$ cat src/rtl/tw_pkg.sv
// Package: shared operation codes and sequencer states for the three-wire
// serial master. Assumes 2-bit operation codes as listed in the brief.
package tw_pkg;

    typedef enum logic [1:0] {
        OP_WRITE  = 2'b00,
        OP_READ   = 2'b01,
        OP_RESYNC = 2'b10,
        OP_NONE   = 2'b11
    } tw_op_e;

    typedef enum logic [2:0] {
        ST_IDLE,
        ST_SYNC,
        ST_BIT_LO,
        ST_BIT_HI,
        ST_GAP,
        ST_TAIL
    } tw_state_e;

endpackage

$ cat src/rtl/tw_delay.sv
// Module: phase timer. Counts down from a loaded value. It reports
// expiry while the count is zero, so a phase loaded with N-1 lasts N
// cycles. Assumes the sequencer reloads it on every phase change.
module tw_delay #(
    parameter int W = 4
) (
    input  logic         clk,
    input  logic         rst_n,
    input  logic         load,
    input  logic [W-1:0] load_val,
    output logic         expired
);

    logic [W-1:0] count;

    // Load a new phase length or step the count towards zero.
    always_ff @(posedge clk) begin
        if (!rst_n)
            count <= '0;
        else if (load)
            count <= load_val;
        else if (count != '0)
            count <= count - 1'b1;
    end

    assign expired = (count == '0);

    // Phase lengths rely on a strict one-per-cycle decrement.
    p_count_step_r3: assert property (@(posedge clk) disable iff (!rst_n)
        (!load && count != '0) |=> (count == $past(count) - 1'b1));

    // An expired timer stays at zero until reloaded.
    p_hold_zero_r3: assert property (@(posedge clk) disable iff (!rst_n)
        (!load && count == '0) |=> (count == '0));

endmodule

$ cat src/rtl/tw_shreg.sv
// Module: byte shift register shared by transmit and receive. It shifts
// left, so the MSB leaves first, and new bits enter at the LSB. Assumes
// load has priority over shift.
module tw_shreg #(
    parameter int W = 8
) (
    input  logic         clk,
    input  logic         rst_n,
    input  logic         load,
    input  logic [W-1:0] load_val,
    input  logic         shift_en,
    input  logic         ser_in,
    output logic         msb,
    output logic [W-1:0] par
);

    // Parallel load or one-place left shift.
    always_ff @(posedge clk) begin
        if (!rst_n)
            par <= '0;
        else if (load)
            par <= load_val;
        else if (shift_en)
            par <= {par[W-2:0], ser_in};
    end

    assign msb = par[W-1];

    // MSB-first order: each shift moves every bit up one place.
    p_shift_order_r2: assert property (@(posedge clk) disable iff (!rst_n)
        (shift_en && !load) |=> (par[W-1:1] == $past(par[W-2:0])));

    // A shift inserts the sampled input at the bottom.
    p_shift_in_r4: assert property (@(posedge clk) disable iff (!rst_n)
        (shift_en && !load) |=> (par[0] == $past(ser_in)));

endmodule

$ cat src/rtl/tw_serial_master.sv
// Module: three-wire half-duplex serial master. It runs register writes,
// register reads and chip-select resync pulses on a bus with one shared
// data line. Phase lengths are microsecond parameters scaled by
// CLK_PER_US. Assumes an external pad joins bus_sd_out/bus_sd_oe/bus_sd_in
// and that the slave drives the line while bus_sd_oe is low.
module tw_serial_master
    import tw_pkg::*;
#(
    parameter int CLK_PER_US  = 4,
    parameter int BYTE_W      = 8,
    parameter int WR_LOW_US   = 2,
    parameter int RD_LOW_US   = 1,
    parameter int HIGH_US     = 1,
    parameter int GAP_US      = 4,
    parameter int TAIL_US     = 1,
    parameter int RESYNC_US   = 1
) (
    input  logic              clk,
    input  logic              rst_n,
    input  logic              cmd_valid,
    input  logic [1:0]        cmd_op,
    input  logic [BYTE_W-1:0] cmd_addr,
    input  logic [BYTE_W-1:0] cmd_wdata,
    output logic              busy,
    output logic              done,
    output logic [BYTE_W-1:0] rd_data,
    output logic              bus_csn,
    output logic              bus_sclk,
    output logic              bus_sd_out,
    output logic              bus_sd_oe,
    input  logic              bus_sd_in
);

    // Phase lengths in system clock cycles.
    localparam int WRL_C  = CLK_PER_US * WR_LOW_US;
    localparam int RDL_C  = CLK_PER_US * RD_LOW_US;
    localparam int HI_C   = CLK_PER_US * HIGH_US;
    localparam int GAP_C  = CLK_PER_US * GAP_US;
    localparam int TAIL_C = CLK_PER_US * TAIL_US;
    localparam int SYNC_C = CLK_PER_US * RESYNC_US;
    localparam int MAX_A  = (WRL_C > RDL_C) ? WRL_C : RDL_C;
    localparam int MAX_B  = (HI_C > GAP_C) ? HI_C : GAP_C;
    localparam int MAX_C  = (TAIL_C > SYNC_C) ? TAIL_C : SYNC_C;
    localparam int MAX_AB = (MAX_A > MAX_B) ? MAX_A : MAX_B;
    localparam int MAX_CYC = (MAX_AB > MAX_C) ? MAX_AB : MAX_C;
    localparam int TW     = $clog2(MAX_CYC + 1);
    localparam int BCW    = $clog2(BYTE_W);
    localparam logic [BCW-1:0] LAST_BIT = BCW'(BYTE_W - 1);

    tw_state_e         st, st_n;
    tw_op_e            op_r;
    logic [BYTE_W-1:0] wdata_r;
    logic              second_byte;
    logic              rd_phase;
    logic [BCW-1:0]    bit_cnt;
    logic              oe_r;

    logic              tmr_load;
    logic [TW-1:0]     tmr_val;
    logic              tmr_exp;
    logic              sh_load;
    logic [BYTE_W-1:0] sh_val;
    logic              sh_shift;
    logic              sh_msb;
    logic [BYTE_W-1:0] sh_par;
    logic              start;

    assign start = cmd_valid && (st == ST_IDLE) && (tw_op_e'(cmd_op) != OP_NONE);

    tw_delay #(.W(TW)) i_delay (
        .clk      (clk),
        .rst_n    (rst_n),
        .load     (tmr_load),
        .load_val (tmr_val),
        .expired  (tmr_exp)
    );

    tw_shreg #(.W(BYTE_W)) i_shreg (
        .clk      (clk),
        .rst_n    (rst_n),
        .load     (sh_load),
        .load_val (sh_val),
        .shift_en (sh_shift),
        .ser_in   (rd_phase ? bus_sd_in : 1'b0),
        .msb      (sh_msb),
        .par      (sh_par)
    );

    // Next state plus timer and shifter control for the coming phase.
    always_comb begin
        st_n     = st;
        tmr_load = 1'b0;
        tmr_val  = '0;
        sh_load  = 1'b0;
        sh_val   = cmd_addr;
        sh_shift = 1'b0;
        unique case (st)
            ST_IDLE: begin
                if (start) begin
                    tmr_load = 1'b1;
                    if (tw_op_e'(cmd_op) == OP_RESYNC) begin
                        st_n    = ST_SYNC;
                        tmr_val = TW'(SYNC_C - 1);
                    end else begin
                        st_n    = ST_BIT_LO;
                        tmr_val = TW'(WRL_C - 1);
                        sh_load = 1'b1;
                    end
                end
            end
            ST_SYNC: begin
                if (tmr_exp) st_n = ST_IDLE;
            end
            ST_BIT_LO: begin
                if (tmr_exp) begin
                    st_n     = ST_BIT_HI;
                    tmr_load = 1'b1;
                    tmr_val  = TW'(HI_C - 1);
                    sh_shift = rd_phase;
                end
            end
            ST_BIT_HI: begin
                if (tmr_exp) begin
                    tmr_load = 1'b1;
                    if (bit_cnt != '0) begin
                        st_n     = ST_BIT_LO;
                        tmr_val  = rd_phase ? TW'(RDL_C - 1) : TW'(WRL_C - 1);
                        sh_shift = !rd_phase;
                    end else if (rd_phase) begin
                        st_n    = ST_TAIL;
                        tmr_val = TW'(TAIL_C - 1);
                    end else begin
                        st_n    = ST_GAP;
                        tmr_val = TW'(GAP_C - 1);
                    end
                end
            end
            ST_GAP: begin
                if (tmr_exp) begin
                    if (op_r == OP_WRITE && !second_byte) begin
                        st_n     = ST_BIT_LO;
                        tmr_load = 1'b1;
                        tmr_val  = TW'(WRL_C - 1);
                        sh_load  = 1'b1;
                        sh_val   = wdata_r;
                    end else if (op_r == OP_READ) begin
                        st_n     = ST_BIT_LO;
                        tmr_load = 1'b1;
                        tmr_val  = TW'(RDL_C - 1);
                    end else begin
                        st_n = ST_IDLE;
                    end
                end
            end
            ST_TAIL: begin
                if (tmr_exp) st_n = ST_IDLE;
            end
            default: st_n = ST_IDLE;
        endcase
    end

    // Sequencer registers and registered bus outputs.
    always_ff @(posedge clk) begin
        if (!rst_n) begin
            st          <= ST_IDLE;
            op_r        <= OP_NONE;
            wdata_r     <= '0;
            second_byte <= 1'b0;
            rd_phase    <= 1'b0;
            bit_cnt     <= '0;
            bus_csn     <= 1'b1;
            bus_sclk    <= 1'b1;
            oe_r        <= 1'b0;
            done        <= 1'b0;
            rd_data     <= '0;
        end else begin
            st   <= st_n;
            done <= 1'b0;
            unique case (st)
                ST_IDLE: begin
                    if (start) begin
                        op_r        <= tw_op_e'(cmd_op);
                        wdata_r     <= cmd_wdata;
                        second_byte <= 1'b0;
                        rd_phase    <= 1'b0;
                        bit_cnt     <= LAST_BIT;
                        bus_csn     <= 1'b0;
                        if (tw_op_e'(cmd_op) != OP_RESYNC) begin
                            bus_sclk <= 1'b0;
                            oe_r     <= 1'b1;
                        end
                    end
                end
                ST_SYNC: begin
                    if (tmr_exp) begin
                        bus_csn <= 1'b1;
                        done    <= 1'b1;
                    end
                end
                ST_BIT_LO: begin
                    if (tmr_exp) bus_sclk <= 1'b1;
                end
                ST_BIT_HI: begin
                    if (tmr_exp) begin
                        if (bit_cnt != '0) begin
                            bus_sclk <= 1'b0;
                            bit_cnt  <= bit_cnt - 1'b1;
                        end else begin
                            oe_r <= 1'b0;
                        end
                    end
                end
                ST_GAP: begin
                    if (tmr_exp) begin
                        if (op_r == OP_WRITE && !second_byte) begin
                            second_byte <= 1'b1;
                            bit_cnt     <= LAST_BIT;
                            bus_sclk    <= 1'b0;
                            oe_r        <= 1'b1;
                        end else if (op_r == OP_READ) begin
                            rd_phase <= 1'b1;
                            bit_cnt  <= LAST_BIT;
                            bus_sclk <= 1'b0;
                        end else begin
                            bus_csn <= 1'b1;
                            done    <= 1'b1;
                        end
                    end
                end
                ST_TAIL: begin
                    if (tmr_exp) begin
                        rd_data <= sh_par;
                        bus_csn <= 1'b1;
                        done    <= 1'b1;
                    end
                end
                default: ;
            endcase
        end
    end

    assign busy       = (st != ST_IDLE);
    assign bus_sd_oe  = oe_r;
    assign bus_sd_out = oe_r & sh_msb;

    // The data line is only driven inside chip select.
    p_oe_inside_cs_r12: assert property (@(posedge clk) disable iff (!rst_n)
        bus_csn |-> !bus_sd_oe);

    // The clock only goes low inside chip select.
    p_sclk_inside_cs_r12: assert property (@(posedge clk) disable iff (!rst_n)
        bus_csn |-> bus_sclk);

    // Lines are at rest whenever no operation is running.
    p_idle_lines_r1: assert property (@(posedge clk) disable iff (!rst_n)
        !busy |-> (bus_csn && bus_sclk && !bus_sd_oe));

    // The completion strobe never lasts two cycles.
    p_done_single_r10: assert property (@(posedge clk) disable iff (!rst_n)
        done |=> !done);

    // Done arrives together with chip select rising.
    p_done_with_cs_r10: assert property (@(posedge clk) disable iff (!rst_n)
        done |-> (bus_csn && $past(!bus_csn)));

    // The latched command cannot change while an operation runs.
    p_cmd_hold_r9: assert property (@(posedge clk) disable iff (!rst_n)
        busy |=> ($stable(op_r) && $stable(wdata_r)));

    // Read data only moves at the end of a read.
    p_rdata_hold_r11: assert property (@(posedge clk) disable iff (!rst_n)
        !$stable(rd_data) |-> (done && op_r == OP_READ));

    // The reserved code never starts an operation.
    p_reserved_op_r8: assert property (@(posedge clk) disable iff (!rst_n)
        (!busy && cmd_valid && cmd_op == 2'b11) |=> !busy);

endmodule

$ cat config.mk
export PLATFORM = sky130hd
export DESIGN_NAME = tw_serial_master
export DESIGN_NICKNAME = d
export VERILOG_FILES = /design/src/rtl/tw_pkg.sv /design/src/rtl/tw_delay.sv /design/src/rtl/tw_shreg.sv /design/src/rtl/tw_serial_master.sv
export SDC_FILE = /design/constraint.sdc
export NUM_CORES = 1
export LEC_CHECK = 0
export ABC_AREA = 0
export BUFFER_PORTS_ARGS = -buffer_cell sky130_fd_sc_hd__buf_4
export CAP_MARGIN = 20
export CORE_MARGIN = 5
export CORE_UTILIZATION = 55
export DETAILED_ROUTE_END_ITERATION = 12
export PLACE_DENSITY = 0.83
export SETUP_SLACK_MARGIN = 0.02
export SYNTH_ARGS = -nofsm -noshare
export SYNTH_HDL_FRONTEND = slang
export SYNTH_SLANG_ARGS = --single-unit
$ cat constraint.sdc
create_clock -name clk -period 2.81 [get_ports clk]
set_input_delay 0.1405 -clock clk [delete_from_list [all_inputs] [get_ports clk]]
set_output_delay 0.1405 -clock clk [all_outputs]
set_load 0.02 [all_outputs]
## Word-level counts from Yosys, hierarchy flattened

Cells that the tools add are included.

- $add $sub $neg: 2
- Multiply operators: 0
- Divide/modulo/power cells: 0
- Magnitude comparators: 0
- Equality and inequality tests: 22
- Shift operators: 0
- Muxes and demuxes: 82
- Bitwise operators: 1
- Reductions and logical operators: 28

Operators by type and width:

| cell | count |
|---|---|
| two-way mux 3 bit | 17 |
| two-way mux 8 bit | 5 |
| two-way mux 1 bit | 38 |
| inequality test 2 bit, second input constant | 9 |
| one-hot mux 4 bit (4 select lines) | 1 |
| one-hot mux 3 bit (5 select lines) | 1 |
| two-way mux 4 bit | 3 |
| AND reduction 6 bit | 2 |
| nonzero test 3 bit | 4 |
| two-way mux 2 bit | 5 |
| two-way mux 5 bit | 2 |
| inequality test 2 x 1 -> 1 bit, second input constant | 5 |
| one-hot mux 1 bit (2 select lines) | 5 |
| AND reduction 5 bit | 2 |
| one-hot mux 1 bit (3 select lines) | 3 |
| one-hot mux 3 bit (3 select lines) | 1 |
| AND reduction 8 bit | 1 |
| AND reduction 7 bit | 1 |
| == test 3 x 2 -> 1 bit, second input constant | 2 |
| == test 3 bit, second input constant | 2 |
| nonzero test 2 bit | 3 |
| zero test 5 bit | 1 |
| nonzero test 5 bit | 1 |
| subtractor 5 x 1 -> 5 bit, second input constant | 1 |
| 15 further kinds | 20 |

- Bits in registers: 43
- Latch bits: 0
- Memory bits (writable): 0
- Memory bits (read-only): 0
- Bits of input ports: 22
- Output and inout port bits: 14
- Logic and storage cells: 148
- Memories kept: 0

## Logic depth before layout (Yosys ltp)

- Word-level depth: 6
- Depth in mapped cells: 8

## Cells and area by module

From an unflattened synthesis, not the netlist that was laid out.

- Cells, all modules: 250
- Area, all modules: 2332.2 sq um

Modules (own cells, without submodules):

| module | times used | cells an instance | area each (sq um) | seq. area each (sq um) |
|---|---|---|---|---|
| tw_serial_master | 1 | 180 | 1584.0 | 600.6 |
| tw_shreg | 1 | 36 | 447.9 | 160.2 |
| tw_delay | 1 | 34 | 300.3 | 100.1 |

## Least setup slack after synthesis

No wires, ideal clock.

- Path type: reg2reg
- From: reg i_delay.count[0]
- To: reg i_delay.count[0]
- Setup time: 0.133 ns
- Arrival: 1.867 ns
- Data required time: 2.677 ns
- Setup slack: 0.811 ns
- Stages on the path, launching flop included: 8
- Buffers on the path: 1
- Cell sequence: dfxtp_1 -> inv_1 -> ha_1 -> or4b_4 -> buf_6 -> or4_1 -> o21ai_0 -> a21oi_1

- Longest elaborated chain between the ends: 4

Ends and longest elaborated chain:

| element | RTL line | source |
|---|---|---|
| start, declared | tw_delay.sv:14 | `logic [W-1:0] count;` |
| start signal, assigned | tw_delay.sv:21 | `count <= load_val;` |
| start signal, assigned | tw_delay.sv:23 | `count <= count - 1'b1;` |
| branches (longest 4 deep; another with subtractor 5 x 1 -> 5 bit) | -- |  |

Several ways; the timed one is not identified. The select of a mux whose other input is x is not followed.
A chain may end at the register's enable or synchronous reset.

## Worst setup path in the final report

- From: reg i_delay.count[0]
- To: reg i_shreg.par[0]

- Longest elaborated chain between the ends: 4

Ends and longest elaborated chain:

| element | RTL line | source |
|---|---|---|
| zero test 5 bit * | tw_delay.sv:26 | `assign expired = (count == '0);` |
| two-way mux 1 bit, or another cell as far along | tw_serial_master.sv:139 | `if (tmr_exp) begin` |
| one-hot mux 1 bit (2 select lines) / two-way mux 8 bit (equally long branches) | tw_serial_master.sv:97 | `unique case (st)` |
| two-way mux 8 bit / nonzero test 2 bit (equally long branches) | -- |  |
| end signal, assigned | tw_shreg.sv:22 | `par <= load_val;` |
| end signal, assigned | tw_shreg.sv:24 | `par <= {par[W-2:0], ser_in};` |
| end, declared | tw_shreg.sv:14 | `output logic [W-1:0] par` |

Mark *: on every way between the ends. The rest lies on a longest branch, timed or not.

==> flow_summary.ini <==
[outcome]
status = completed

[min_path]
whs_endpoint = wdata_r[4]
hold_path_depth = 3
holdCritStartpoint = cmd_wdata[4]
hp-class = primary input to register

[timing]
period_minus_slack_ns = 2.150
worst_clock_skew_ns = 0.01062
worst_pin_slew_ns = 0.5531
max_freq_mhz = 465.2
timing.final.ws_setup_ns = 0.6602
hold_ws_ns = 0.07011
setup_tns_ns = 0
slew_violations = 0
rsz0062_at_grt = no
slew_headroom = 0.6307
period_share = 0.7651
setup_viol = 0
hold_violations = 0

[pwr]
irDropWorstVdd_uv = 776.2
p_sw_uw = 848.3
p_int_uw = 1269
total_power_uw = 2118
p_leak_uw = 0.0009742
switching_share = 0.4006
power_frac_seq = 0.405
p_comb_frac = 0.403
p_clk_frac = 0.192
power_density_nw_per_um2 = 860.8

[die]
die_area_um2 = 5111
die_y_um = 71.49
io_pins = 36
initial_core_util = 0.5680
num_rows = 22
fp.dieW_um = 71.49
core-area_um2 = 3661

[yosys]
ys.flop_type = dfxtp_1
syn-cell-area_um2 = 2079
synth_area_per_cell_um2 = 8.963
syn-instance-count = 232
seq_area_frac_synth = 0.4140
ys_types = 56
ys_seq_elements = 43
async_flop_share = 0
yosys_warnings = 0
synth_edf_count = 0
synth.net_count = 257

[global_routing]
grt_pass1_vias = 1658
track_usage = 0.1995
grt_pass1_wl_um = 8052
grt_max_degree = 27
grt_antenna_before_repair = 0
gr-total-overflow = 0

[clock_network]
cts_max_level = 2
cts_made_buffers = 5
cts_setup_buffers = 0
clk_pin_slew_worst_paths_ns = 0.09
clkSinkCount = 43
cts_root_buf = clkbuf_8
cts_resized = 0
cts_hold_buf = 0
clk_path_buf_depth = 2
cts_tree = yes
clock_latency_ns = 0.31

[finish]
drive_above_1_share = 0.2397
instances_no_fill = 315
area_growth_syn_to_layout_pct = 18.29
n_fill_cell = 322
final_cell_mix = dfxtp_1 (43), buf_4 (38), nor2_1 (28)
diodes = 0
fin_nets = 291
mostFrequentLayoutCell = dfxtp_1

[place]
dp_cells = 307
port_buffers = 35
place_hpwl_um = 3596
gp_congestion = 0.8766
pre_cts_ws_ns = 0.6826

[setup_path]
reg2regPathDepth = 6
r2r-start = i_delay.count[0]
worstPathRequired_ns = 3.01
rrSetupSlack_ns = 0.66
critPathMaxFanout = 13
worst_ep_arrival_time_ns = 2.35
cp-end-kind = register
critPathKind = register to register
worstReg2RegEnd = i_shreg.par[0]
cp-start-kind = register
path_cells = inv_1 -> ha_1 -> or4b_4 -> nor3_1 -> nor4_4 -> a221o_1
slowest_stage = or4b_4
slowest_delay_ns = 0.61

[route]
avgRoutedWirePerCell_um = 15.37
vias = 1805
drtIter0Drc = 142
drt_pass1_iterations = 4
viasPerCell = 5.730
drc = 0
ant_nets = 0
finalWirelength_um = 4842

[run]
maxCapViolations = 0
[sequential cells by signal, summed over array words and instances (netlist names), 2 cells and up]
register and count:
op_r 2, wdata_r 8, rd_data 8, st 3
bit_cnt 3, i_delay.count 5, i_shreg.par 8
[worst max-delay path by stage]
| stage | startpoint | endpoint | slack [ns] | cells after the start |
|---|---|---|---|---|
| after floorplan | i_delay.count[0] | i_delay.count[0] | 0.81 | 7 |
| after global placement | i_delay.count[0] | i_shreg.par[4] | 0.74 | 6 |
| after detailed placement | i_delay.count[0] | i_shreg.par[0] | 0.68 | 6 |
| after CTS | i_delay.count[0] | i_shreg.par[0] | 0.66 | 6 |
| after global routing | st[0] | bit_cnt[1] | 0.49 | 6 |
| final | i_delay.count[0] | i_shreg.par[0] | 0.66 | 6 |
[stage by stage]
step	cell area [um2]	utilization
2_1_floorplan	2079	-
5_1_grt	2460	0.6719
4_1_cts	2460	0.6719
3_3_place_gp	2366	0.6463
3_5_place_dp	2366	0.6463
6_report	2460	0.6719
[cell usage after synthesis (5+ instances only)]
cell      instances  area [um2]
a22o_1            6       52.55
inv_1             7       26.28
nor2_1           28       105.1
mux2i_1           8       80.08
a221o_1           7       70.07
nand2_1          24       90.09
nor2b_1           6       37.54
clkbuf_1          7       26.28
dfxtp_1          43       860.8
a21oi_1          21       105.1
o21ai_0           5       25.02
nor3_1            8       40.04
[layout make-up]
class	instances	area (um2)	share of cell area
clock buffer	5	68.82	0.02798
clock inverter	3	25.02	0.01017
inverter	9	33.78	0.01373
multi-input combinational	169	1126	0.4578
sequential	43	860.8	0.3499
tap	48	60.06	0.02442
timing repair buffer	38	285.3	0.1160
[worst max-delay path: cells and delay by family, from the launching register on]
kind | cells | cell delay, ns
buf+inv | 1 | 0.07
simple gates | 3 | 1.12
flops | 1 | 0.33
fa+ha+maj | 1 | 0.22
compound gates | 1 | 0.31
[cells by family (layout without fill, tap and decap cells)]
logic type | count (synthesis) | in the layout | share of synthesized area
muxes | 8 | 8 | 0.03851
DFF | 43 | 43 | 0.4140
xor gates and xnor gates | 2 | 2 | 0.008425
AOI/OAI and AO/OA | 61 | 61 | 0.2118
buffers and inverters | 20 | 55 | 0.04453
and+or+nand+nor | 95 | 95 | 0.2648
adders and majority gates | 3 | 3 | 0.01805
[per-layer routing]
layer / wire length, um / part of all wire / track usage
met5: 0 / 0 / 0
met3: 271 / 0.056 / 0.03927
met1: 2206 / 0.46 / 0.2717
met4: 98 / 0.020 / 0.08768
met2: 2266 / 0.47 / 0.3061
[power by group through the flow]
stage	clock network (uW)	logic (uW)	registers, uW
2_1_floorplan	0	691	824
3_3_place_gp	0	833	863
3_5_place_dp	0	845	869
4_1_cts	412	849	856
5_1_grt	438	944	878
6_report	406	854	858
Note: power is estimated with default switching activity, not from simulation.
